===== src/rtl/pnrm_pkg.sv =====
package pnrm_pkg;
  // Strobes from control to datapath for one accepted pair
  typedef struct packed {
    logic load;    // capture new prepared words
    logic normA;   // implicit bit for A
    logic normB;   // implicit bit for B
    logic shiftA;  // A is the denormal of a mixed pair
    logic shiftB;  // B is the denormal of a mixed pair
    logic mixed;   // exactly one operand normal
  } pnrmStrobe_t;
endpackage


===== src/rtl/pnrm_lzc.sv =====
module pnrm_lzc #(
  parameter int SIG_W = 24,
  parameter int CNT_W = $clog2(SIG_W + 1)
) (
  input  logic [SIG_W-1:0] sigIn,
  output logic [CNT_W-1:0] zeroCnt
);
  logic seenOne;

  // Leading-one search from the MSB down
  always_comb begin
    zeroCnt = '0;
    seenOne = 1'b0;
    for (int i = SIG_W - 1; i >= 0; i--) begin
      if (!seenOne) begin
        if (sigIn[i]) seenOne = 1'b1;
        else          zeroCnt = zeroCnt + CNT_W'(1);
      end
    end
  end
endmodule


===== src/rtl/pnrm_shifter.sv =====
module pnrm_shifter #(
  parameter int SIG_W = 24,
  parameter int CNT_W = $clog2(SIG_W + 1)
) (
  input  logic [SIG_W-1:0] sigIn,
  input  logic [CNT_W-1:0] shiftAmt,
  output logic [SIG_W-1:0] sigOut
);
  logic [SIG_W-1:0] stage [0:CNT_W];

  assign stage[0] = sigIn;

  // Logarithmic left shifter: stage g moves by 2**g when that bit is set
  for (genvar g = 0; g < CNT_W; g++) begin : gStage
    localparam int STEP = 2 ** g;
    assign stage[g+1] = shiftAmt[g] ? (stage[g] << STEP) : stage[g];
  end

  assign sigOut = stage[CNT_W];
endmodule


===== src/rtl/pnrm_ctrl.sv =====
module pnrm_ctrl
  import pnrm_pkg::*;
(
  input  logic        clk,
  input  logic        rstN,
  input  logic        inValid,
  input  logic        aNormal,
  input  logic        bNormal,
  output pnrmStrobe_t strobe,
  output logic        outValid,
  output logic        mixedFlag
);
  always_comb begin
    strobe.load   = inValid;
    strobe.normA  = aNormal;
    strobe.normB  = bNormal;
    strobe.mixed  = aNormal ^ bNormal;
    strobe.shiftA = !aNormal && bNormal;
    strobe.shiftB = aNormal && !bNormal;
  end

  always_ff @(posedge clk) begin
    if (!rstN) begin
      outValid  <= 1'b0;
      mixedFlag <= 1'b0;
    end else begin
      outValid <= inValid;
      if (strobe.load) mixedFlag <= strobe.mixed;
    end
  end
endmodule


===== src/rtl/pnrm_datapath.sv =====
module pnrm_datapath
  import pnrm_pkg::*;
#(
  parameter int EXP_W  = 8,
  parameter int FRAC_W = 23
) (
  input  logic                    clk,
  input  logic                    rstN,
  input  pnrmStrobe_t             strobe,
  input  logic [EXP_W+FRAC_W:0]   opA,
  input  logic [EXP_W+FRAC_W:0]   opB,
  output logic [EXP_W+FRAC_W+1:0] prepA,
  output logic [EXP_W+FRAC_W+1:0] prepB
);
  localparam int SIG_W  = FRAC_W + 1;
  localparam int CNT_W  = $clog2(SIG_W + 1);
  localparam int WORD_W = 1 + EXP_W + FRAC_W;
  localparam int PREP_W = WORD_W + 1;
  localparam int SGN    = WORD_W - 1;

  logic [SIG_W-1:0]  denSig, normSig;
  logic [CNT_W-1:0]  lzCnt;
  logic [EXP_W-1:0]  offsetExp;
  logic [PREP_W-1:0] wordA, wordB;

  // Only one operand of a mixed pair is denormal: share one counter/shifter
  assign denSig = strobe.shiftA ? {1'b0, opA[FRAC_W-1:0]} : {1'b0, opB[FRAC_W-1:0]};

  pnrm_lzc #(.SIG_W(SIG_W), .CNT_W(CNT_W)) u_lzc (
    .sigIn  (denSig),
    .zeroCnt(lzCnt)
  );

  pnrm_shifter #(.SIG_W(SIG_W), .CNT_W(CNT_W)) u_shift (
    .sigIn   (denSig),
    .shiftAmt(lzCnt),
    .sigOut  (normSig)
  );

  assign offsetExp = {{(EXP_W-CNT_W){1'b0}}, lzCnt};

  always_comb begin
    if (strobe.shiftA)
      wordA = {opA[SGN], offsetExp, normSig};
    else
      wordA = {opA[SGN], opA[SGN-1:FRAC_W], strobe.normA, opA[FRAC_W-1:0]};
    if (strobe.shiftB)
      wordB = {opB[SGN], offsetExp, normSig};
    else
      wordB = {opB[SGN], opB[SGN-1:FRAC_W], strobe.normB, opB[FRAC_W-1:0]};
  end

  always_ff @(posedge clk) begin
    if (!rstN) begin
      prepA <= '0;
      prepB <= '0;
    end else if (strobe.load) begin
      prepA <= wordA;
      prepB <= wordB;
    end
  end
endmodule


===== src/rtl/mixed_prenorm.sv =====
module mixed_prenorm
  import pnrm_pkg::*;
#(
  parameter int EXP_W  = 8,
  parameter int FRAC_W = 23
) (
  input  logic                    clk,
  input  logic                    rstN,
  input  logic                    inValid,
  input  logic [EXP_W+FRAC_W:0]   opA,
  input  logic [EXP_W+FRAC_W:0]   opB,
  input  logic                    aNormal,
  input  logic                    bNormal,
  output logic                    outValid,
  output logic [EXP_W+FRAC_W+1:0] prepA,
  output logic [EXP_W+FRAC_W+1:0] prepB,
  output logic                    mixedFlag
);
  pnrmStrobe_t strobe;

  pnrm_ctrl u_ctrl (
    .clk      (clk),
    .rstN     (rstN),
    .inValid  (inValid),
    .aNormal  (aNormal),
    .bNormal  (bNormal),
    .strobe   (strobe),
    .outValid (outValid),
    .mixedFlag(mixedFlag)
  );

  pnrm_datapath #(.EXP_W(EXP_W), .FRAC_W(FRAC_W)) u_dp (
    .clk   (clk),
    .rstN  (rstN),
    .strobe(strobe),
    .opA   (opA),
    .opB   (opB),
    .prepA (prepA),
    .prepB (prepB)
  );
endmodule


===== config.mk =====
export PLATFORM = sky130hd
export DESIGN_NAME = mixed_prenorm
export DESIGN_NICKNAME = d
export VERILOG_FILES = /design/src/rtl/pnrm_pkg.sv /design/src/rtl/pnrm_lzc.sv /design/src/rtl/pnrm_shifter.sv /design/src/rtl/pnrm_ctrl.sv /design/src/rtl/pnrm_datapath.sv /design/src/rtl/mixed_prenorm.sv
export SDC_FILE = /design/constraint.sdc
export NUM_CORES = 1
export LEC_CHECK = 0
export BUFFER_PORTS_ARGS = -buffer_cell sky130_fd_sc_hd__buf_4
export CORE_ASPECT_RATIO = 2
export CORE_MARGIN = 8
export CORE_UTILIZATION = 43
export CTS_CLUSTER_SIZE = 24
export DETAILED_ROUTE_END_ITERATION = 7
export GPL_ROUTABILITY_DRIVEN = 0
export PLACE_DENSITY = 0.62
export SETUP_SLACK_MARGIN = 0.1
export SLEW_MARGIN = 25
export SYNTH_ARGS = -nofsm -noshare
export SYNTH_HDL_FRONTEND = slang
export SYNTH_SLANG_ARGS = --single-unit

===== constraint.sdc =====
create_clock -name clk -period 21.6 [get_ports clk]
set_input_delay 5.4 -clock clk [delete_from_list [all_inputs] [get_ports clk]]
set_output_delay 5.4 -clock clk [all_outputs]
set_load 0.02 [all_outputs]

==> parameters.txt, run 1 <==
Parameter                              Value

Yosys
  Post-Synthesis Net Count    about 1,000
  Async S/R FF share, synth    0%
  Post-Syn Area per Cell    roughly 7.5 µm²
  Synth cell count leaders    sky130_fd_sc_hd__nand2_1 (110), sky130_fd_sc_hd__nor2_1 (76), sky130_fd_sc_hd__o21ai_0 (70)
  Synthesized cell area    around 0.007 mm²
  Most frequent cell after synthesis    sky130_fd_sc_hd__nand2_1
  Flip-flop and latch count after synthesis    68
  Cell types occupying the most area after synthesis    sky130_fd_sc_hd__dfxtp_1 (19%), sky130_fd_sc_hd__mux2i_1 (8.1%), sky130_fd_sc_hd__nand2_1 (5.9%)
  Gate count after technology mapping    942
  Synthesis Warnings    0
  Sequential share of the synthesized area    19.4%
  Unique cell type count in the Yosys netlist    a little over 80
  Post-synth top area share    19.4%
  Primary flip-flop cell chosen by synthesis mapping    sky130_fd_sc_hd__dfxtp_1
  Number of enable-type register cells in the synthesized netlist    0
  Area leader, netlist    sky130_fd_sc_hd__dfxtp_1

Clock network
  CTS tree    yes
  CTS resizes    0
  Clock edge transition at the registers on the reported setup and hold paths    ~0.060 ns
  Cell chosen for the clock root    sky130_fd_sc_hd__clkbuf_16
  Post-CTS Hold Fix Bufs    0
  Num Clock Sinks    68
  TritonCTS buffer count    9
  Clock latency on the worst-skew pair    around 0.33 ns
  Count of buffers added by post-CTS timing repair for setup    0
  # H-tree levels    3
  Max clock buf depth    2

Routing
  Routed vias    7,762
  Per-cell routed wire length    around 21 µm
  First-pass iteration count of the detailed router    5
  DRT iter0 DRCs    between 500 and 600
  DR vias/cell    6.20
  Post-detailed-route DRC marker count    0
  Number of nets with antenna violations after detailed routing    0
  Total Routed Length    26,600 µm

STA
  Layout Skew    0 ns
  Headroom to the max-slew limit    40.4%
  Hold slack final    approximately 0.45 ns
  Number of endpoints with negative hold slack in the final report    0
  Post-layout minimum cycle time    18.38 ns
  Achievable clock frequency    0.0544 GHz
  Worst slew pin tran    0.869 ns
  Setup Viol. Count Final    0
  RSZ-0062 raised after global routing    no
  Slew Viols, Final    0
  Setup Total Neg Slack    0 ns
  Crit share post-route    85.1%

Hold path
  Path category of the worst min-delay check    reg -> reg

Cells and area
  Post-layout instance area    about 0.0085 mm²
  Antenna diodes    0
  Fin util    52.8%
  Proportion of layout cells with a drive suffix above 1    21.2%
  Number of nets in the finished design    1,133
  Post-synthesis to final-layout area growth    21.0%
  Area of all sequential standard cells    0.00136 mm²
  Count of fill cells added during filler insertion    1,624
  Multi-input logic area    0.00532 mm²

GRT
  Number of antenna violations at the first check in global routing    0
  Grt ovf    0
  Via count of the first global-routing pass    7,605
  Pin count of the biggest net entering global routing    90
  Wire length of the first global-routing pass    40,900 µm
  Overall Global Routing Usage    24.4%

Power
  Peak ir drop on the vdd network    around 0.057 mV
  Power Density    about 60 mW/mm²
  Leakage    3.60 nW
  Power consumption    0.507 mW

Critical path
  CP Data Arrival Time    18.60 ns
  WS Path Type    in -> reg
  CP Capture Type    flop
  Kind of launch point of the worst setup path    input pin
  Crit-path max FO    51
  Most Frequent Cell on Critical Path    sky130_fd_sc_hd__ha_1
  Required time reported for the critical path endpoint    21.82 ns
  Crit path largest cell delay    0.50 ns
  Max stage delay cell, worst path    sky130_fd_sc_hd__buf_4

Die
  # rows    66
  Effective utilization at floorplan    43.6%
  DIE AREA    between 0.02 and 0.025 mm²
  Core region area    0.0161 mm²
  Die X    106 µm
  Overall die height    197 µm
  I/O pin count    137

Run status
  Outcome    completed

Placed design
  Port buffer count    136
  DPL Wire Length    between 20,000 and 25,000 µm
  Instance area after placement    between 0.008 and 0.009 mm²

Run
  Max-cap violation count    0
## cell usage in the layout, fill, tap and decap left out, types with 7 or more instances in the layout
cell / n
sky130_fd_sc_hd__a21oi_1: 68
sky130_fd_sc_hd__a211oi_1: 13
sky130_fd_sc_hd__o211ai_1: 8
sky130_fd_sc_hd__nor3_1: 9
sky130_fd_sc_hd__dfxtp_1: 68
sky130_fd_sc_hd__nand2_1: 110
sky130_fd_sc_hd__nand3_1: 35
sky130_fd_sc_hd__xnor2_1: 17
sky130_fd_sc_hd__clkbuf_16: 9
sky130_fd_sc_hd__nor2_1: 76
sky130_fd_sc_hd__and2_1: 13
sky130_fd_sc_hd__o21ai_0: 70
sky130_fd_sc_hd__and3_1: 15
sky130_fd_sc_hd__a22oi_1: 9
sky130_fd_sc_hd__a31oi_1: 13
sky130_fd_sc_hd__o31ai_1: 13
sky130_fd_sc_hd__o21ai_1: 11
sky130_fd_sc_hd__nor2b_1: 23
sky130_fd_sc_hd__ha_1: 20
sky130_fd_sc_hd__a21boi_0: 15
sky130_fd_sc_hd__buf_4: 145
sky130_fd_sc_hd__o22ai_1: 17
sky130_fd_sc_hd__inv_1: 32
sky130_fd_sc_hd__xnor3_1: 7
sky130_fd_sc_hd__mux2_2: 25
sky130_fd_sc_hd__o211a_1: 7
sky130_fd_sc_hd__a21o_1: 9
sky130_fd_sc_hd__mux2i_1: 57
## metrics by stage
stage / setup WS (ns) / instances
after floorplan: 5.13 / 942
after global placement: 3.65 / 1236
after detailed placement: 3.19 / 1236
after CTS: 3.48 / 1252
after global routing: 2.28 / 1252
final: 3.22 / 1252
## registers in the layout, indices dropped and copies added, names as in the netlist
name and count:
u_dp.prepB 33, u_ctrl.outValid 1, u_ctrl.mixedFlag 1, u_dp.prepA 33
## metal layers
layer | vias up | share of wire (%) | GRT usage [%]
met5 | - | 0 | 0
met2 | 347 | 49 | 41.6
met4 | 0 | 5.2 | 12.8
li1 | 3673 | - | -
met3 | 84 | 6.7 | 4.35
met1 | 3658 | 39 | 28.2
## area by class of cell
cell class                 instances  area share [%]
timing repair buffer             145            12.8
sequential                        68            16.0
clock inverter                     6            1.31
clock buffer                      10            2.81
inverter                          33            1.46
tap                              204            3.00
multi-input combinational        786            62.6
## power by group
part / switching, mW / internal, mW / leakage (nW) / total [mW]
Combinational: 0.117 / 0.0766 / 2.87 / 0.193
Clock: 0.0576 / 0.116 / 0.169 / 0.174
Sequential: 0.00532 / 0.135 / 0.562 / 0.140
## cell families after synthesis
family	count (synthesis)	share of synthesized area (%)
AND/OR/NAND/NOR	330	23.0
adder cells (fa/ha/maj)	27	4.60
XOR/XNOR	33	5.92
AO/OA/AOI/OAI	310	29.0
buffers and inverters	88	5.20
multiplexers	86	12.9
flip-flops	68	19.4
## worst paths after layout
kind | end | slack [ns] | cells past startpoint | startpoint
max reg2reg | u_dp.prepB[16]$_SDFFE_PN0P_ | 20.75 | 3 | u_dp.prepB[16]$_SDFFE_PN0P_
min reg2reg | u_dp.prepA[19]$_SDFFE_PN0P_ | 0.45 | 2 | u_dp.prepA[19]$_SDFFE_PN0P_
min | u_dp.prepA[19]$_SDFFE_PN0P_ | 0.45 | 2 | u_dp.prepA[19]$_SDFFE_PN0P_
max | u_dp.prepA[14]$_SDFFE_PN0P_ | 3.22 | 62 | aNormal
## worst max-delay path: cells and delay by family
family	cells	cell delay (ns)
compound gates	24	4.91
xor+xnor	1	0.35
fa+ha+maj	11	3.32
buf+inv	3	0.73
mux	3	1.05
simple gates	20	2.77
No activity file was read; power rests on OpenSTA's default activity.
==> inputs of run 2 (changes only) <==
Settings changed: ABC_AREA from default to 1, ABC_CLOCK_PERIOD_IN_PS from default to 21600, SLEW_MARGIN 25 to default.
==> parameters.txt, run 2 <==
Parameter                              Value

Run status
  Outcome    completed

Critical path
  CP Data Arrival Time    15.56 ns (-3.04 ns)
  Kind of launch point of the worst setup path    input pin
  R2R Path End    u_dp.prepB[17]$_SDFFE_PN0P_
  Max stage delay cell, worst path    sky130_fd_sc_hd__ha_2
  Path depth of the worst reg2reg path    3 (unchanged)
  Crit path largest cell delay    0.64 ns (+0.14 ns)
  Depth of the critical timing path with buffers and inverters included    70 (+13%)
  Crit-path max FO    40 (-22%)
  Cell family with most CP delay    simple AND/OR/NAND/NOR gates
  CP Capture Type    flop
  Most Frequent Cell on Critical Path    sky130_fd_sc_hd__nand2_1
  Bufs and invs on worst path    16 (+13)
  Worst-case register-to-register setup slack    20.71 ns (-0.04 ns)
  Critical Path End    u_dp.prepA[19]$_SDFFE_PN0P_
  Launch point of the critical path    aNormal
  Required time reported for the critical path endpoint    21.85 ns (+0.03 ns)
  WS Path Type    in -> reg
  Startpoint of the worst register-to-register path    u_dp.prepB[17]$_SDFFE_PN0P_

GRT
  Grt ovf    0 (unchanged)
  Wire length of the first global-routing pass    34,400 µm (-16%)
  Pin count of the biggest net entering global routing    67 (-26%)
  Number of antenna violations at the first check in global routing    0 (unchanged)
  Overall Global Routing Usage    22.4% (-2.0 points)
  Via count of the first global-routing pass    6,956 (-8.5%)

STA
  RSZ-0062 raised after global routing    no
  Headroom to the max-slew limit    22.9% (-17 points)
  Achievable clock frequency    0.0653 GHz (+20%)
  Setup Total Neg Slack    0 ns (unchanged)
  Post-layout minimum cycle time    15.31 ns (-3.07 ns)
  Worst slew pin tran    1.16 ns (+0.287 ns)
  Crit share post-route    70.9% (-14 points)
  Slew Viols, Final    0 (unchanged)
  Layout Skew    0 ns (unchanged)
  Setup Viol. Count Final    0 (unchanged)
  Number of endpoints with negative hold slack in the final report    0 (unchanged)

Cells and area
  Multi-input logic area    0.00413 mm² (-22%)
  Commonest non-fill, non-tap cells in the layout    sky130_fd_sc_hd__nand2_1 (406), sky130_fd_sc_hd__buf_4 (140), sky130_fd_sc_hd__inv_1 (129)
  Most common library cell in the layout ignoring fill and taps    sky130_fd_sc_hd__nand2_1
  Antenna diodes    0 (unchanged)
  Count of fill cells added during filler insertion    1,585 (-2.4%)
  Post-synthesis to final-layout area growth    20.5%
  Area of all sequential standard cells    0.00136 mm² (unchanged)
  Largest registers    u_dp.prepA: 33 flops, u_dp.prepB: 33 flops
  Proportion of layout cells with a drive suffix above 1    19.1% (-2.0 points)
  Number of nets in the finished design    1,302 (+15%)

Yosys
  Number of enable-type register cells in the synthesized netlist    0 (unchanged)
  Post-Syn Area per Cell    5.72 µm² (-23%)
  Sequential share of the synthesized area    21.4% (+2.0 points)
  Async S/R FF share, synth    0% (unchanged)
  Gate count after technology mapping    1,113 (+18%)
  Unique cell type count in the Yosys netlist    42 (-49%)
  Synthesized cell area    0.00636 mm² (-9.4%)
  Post-Synthesis Net Count    1,203 (+17%)
  Post-synth top area share    24.0% (+4.6 points)
  Synthesis Warnings    0 (unchanged)
  Cell types occupying the most area after synthesis    sky130_fd_sc_hd__nand2_1 (24%), sky130_fd_sc_hd__dfxtp_1 (21%), sky130_fd_sc_hd__nand3_1 (8.1%)
  Area leader, netlist    sky130_fd_sc_hd__nand2_1
  Synth cell count leaders    sky130_fd_sc_hd__nand2_1 (406), sky130_fd_sc_hd__inv_1 (130), sky130_fd_sc_hd__nand3_1 (103)
  Flip-flop and latch count after synthesis    68 (unchanged)
  Primary flip-flop cell chosen by synthesis mapping    sky130_fd_sc_hd__dfxtp_1
  Most frequent cell after synthesis    sky130_fd_sc_hd__nand2_1

Routing
  Number of nets with antenna violations after detailed routing    0 (unchanged)
  DR vias/cell    5.09 (-18%)
  Post-detailed-route DRC marker count    0 (unchanged)
  Total Routed Length    21,700 µm (-19%)
  First-pass iteration count of the detailed router    5 (unchanged)
  DRT iter0 DRCs    473 (-13%)
  Routed vias    7,190 (-7.4%)
  Per-cell routed wire length    15.3 µm (-28%)

Die
  # rows    63 (-4.5%)
  Effective utilization at floorplan    43.4% (-0.20 points)
  DIE AREA    0.0192 mm² (-8.3%)
  Core region area    0.0147 mm² (-9.0%)
  Overall die height    188 µm (-4.4%)
  Die X    102 µm (-4.1%)
  I/O pin count    137 (unchanged)

Clock network
  Count of buffers added by post-CTS timing repair for setup    0 (unchanged)
  CTS tree    yes
  TritonCTS buffer count    9 (unchanged)
  Cell chosen for the clock root    sky130_fd_sc_hd__clkbuf_16
  # H-tree levels    3 (unchanged)
  CTS resizes    0 (unchanged)
  Clock latency on the worst-skew pair    0.33 ns (about the same)
  Post-CTS Hold Fix Bufs    0 (unchanged)
  Clock edge transition at the registers on the reported setup and hold paths    0.06 ns (about the same)
  Max clock buf depth    2 (unchanged)
  Num Clock Sinks    68 (unchanged)

Power
  Peak ir drop on the vdd network    0.0448 mV (-21%)
  Power share of the combinational group    35.0% (-3.1 points)
  Power Density    57.5 mW/mm² (-3.7%)
  Clock share of power    33.4% (-0.8 points)
  Register share of total power    31.6% (+3.9 points)
  Switching power    0.163 mW (-9.6%)
  Power consumption    0.441 mW (-13%)
  Internal power component    0.278 mW (-15%)
  Leakage    3.93 nW (+9.2%)
  Switching share of power    36.9% (+1.5 points)

Placed design
  DPL Wire Length    16,900 µm (-18%)
  Port buffer count    136 (unchanged)

Hold path
  Path category of the worst min-delay check    reg -> reg

Run
  Max-cap violation count    0 (unchanged)
-- run 2: worst reg2reg max path: stages, from the launching register on --
cell and delay [ns]:
sky130_fd_sc_hd__dfxtp_1 0.33, sky130_fd_sc_hd__a22o_1 0.23, sky130_fd_sc_hd__a21oi_1 0.11, sky130_fd_sc_hd__nor2_1 0.06
-- run 2: power groups by stage --
stage,Combinational [mW],Sequential (mW),Clock (mW)
6_report,0.154,0.139,0.147
3_3_place_gp,0.153,0.142,0
5_1_grt,0.173,0.140,0.154
4_1_cts,0.154,0.139,0.148
3_5_place_dp,0.153,0.142,0
2_1_floorplan,0.0930,0.152,0
-- run 2: cell families (layout without fill, tap and decap cells) --
family	Yosys count	count (layout)	share of synthesized area (%)
buffers and inverters	207	311	13.8
AOI/OAI and AO/OA	181	181	15.9
adders and majority gates	21	21	4.13
and+or+nand+nor	630	630	44.0
xor gates and xnor gates	6	6	0.826
DFF	68	68	21.4
-- run 2: stage by stage --
| stage | cell area [µm²] | std cells | worst slack, ns | hold slack [ns] | utilization [%] |
|---|---|---|---|---|---|
| 2_1_floorplan | 6360 | 1113 | 8.26 | 0.545 | - |
| 4_1_cts | 7670 | 1412 | 6.41 | 0.464 | 52.3 |
| 6_report | 7670 | 1412 | 6.29 | 0.465 | 52.3 |
| 3_5_place_dp | 7370 | 1396 | 6.10 | 0.456 | 50.3 |
| 3_3_place_gp | 7370 | 1396 | 6.31 | 0.454 | 50.3 |
| 5_1_grt | 7670 | 1412 | 5.20 | 0.484 | 52.3 |
-- run 2: final cells by class --
class / count / share of cell area, %
tap: 195 / 3.18
timing repair buffer: 140 / 13.7
inverter: 155 / 7.69
multi-input combinational: 838 / 53.8
clock inverter: 6 / 0.832
clock buffer: 10 / 2.99
sequential: 68 / 17.8
-- run 2: worst min path at each step --
stage | start | to | slack, ns | depth (start not counted)
after floorplan | u_dp.prepA[0]$_SDFFE_PN0P_ | u_dp.prepA[0]$_SDFFE_PN0P_ | 0.55 | 2
after global routing | u_dp.prepA[26]$_SDFFE_PN0P_ | u_dp.prepA[26]$_SDFFE_PN0P_ | 0.48 | 2
after CTS | u_dp.prepA[5]$_SDFFE_PN0P_ | u_dp.prepA[5]$_SDFFE_PN0P_ | 0.46 | 2
final | u_dp.prepA[31]$_SDFFE_PN0P_ | u_dp.prepA[31]$_SDFFE_PN0P_ | 0.47 | 2
after detailed placement | u_dp.prepA[5]$_SDFFE_PN0P_ | u_dp.prepA[5]$_SDFFE_PN0P_ | 0.46 | 2
after global placement | u_dp.prepB[29]$_SDFFE_PN0P_ | u_dp.prepB[29]$_SDFFE_PN0P_ | 0.45 | 2
-- run 2: routing by layer --
| layer | wire length [µm] | vias to the layer above | global-route usage (%) |
|---|---|---|---|
| met5 | 0 | - | 0 |
| met4 | 930 | 0 | 10.2 |
| met3 | 1320 | 51 | 5.09 |
| met2 | 10600 | 213 | 38.4 |
| met1 | 8830 | 3179 | 25.1 |
| li1 | - | 3747 | - |
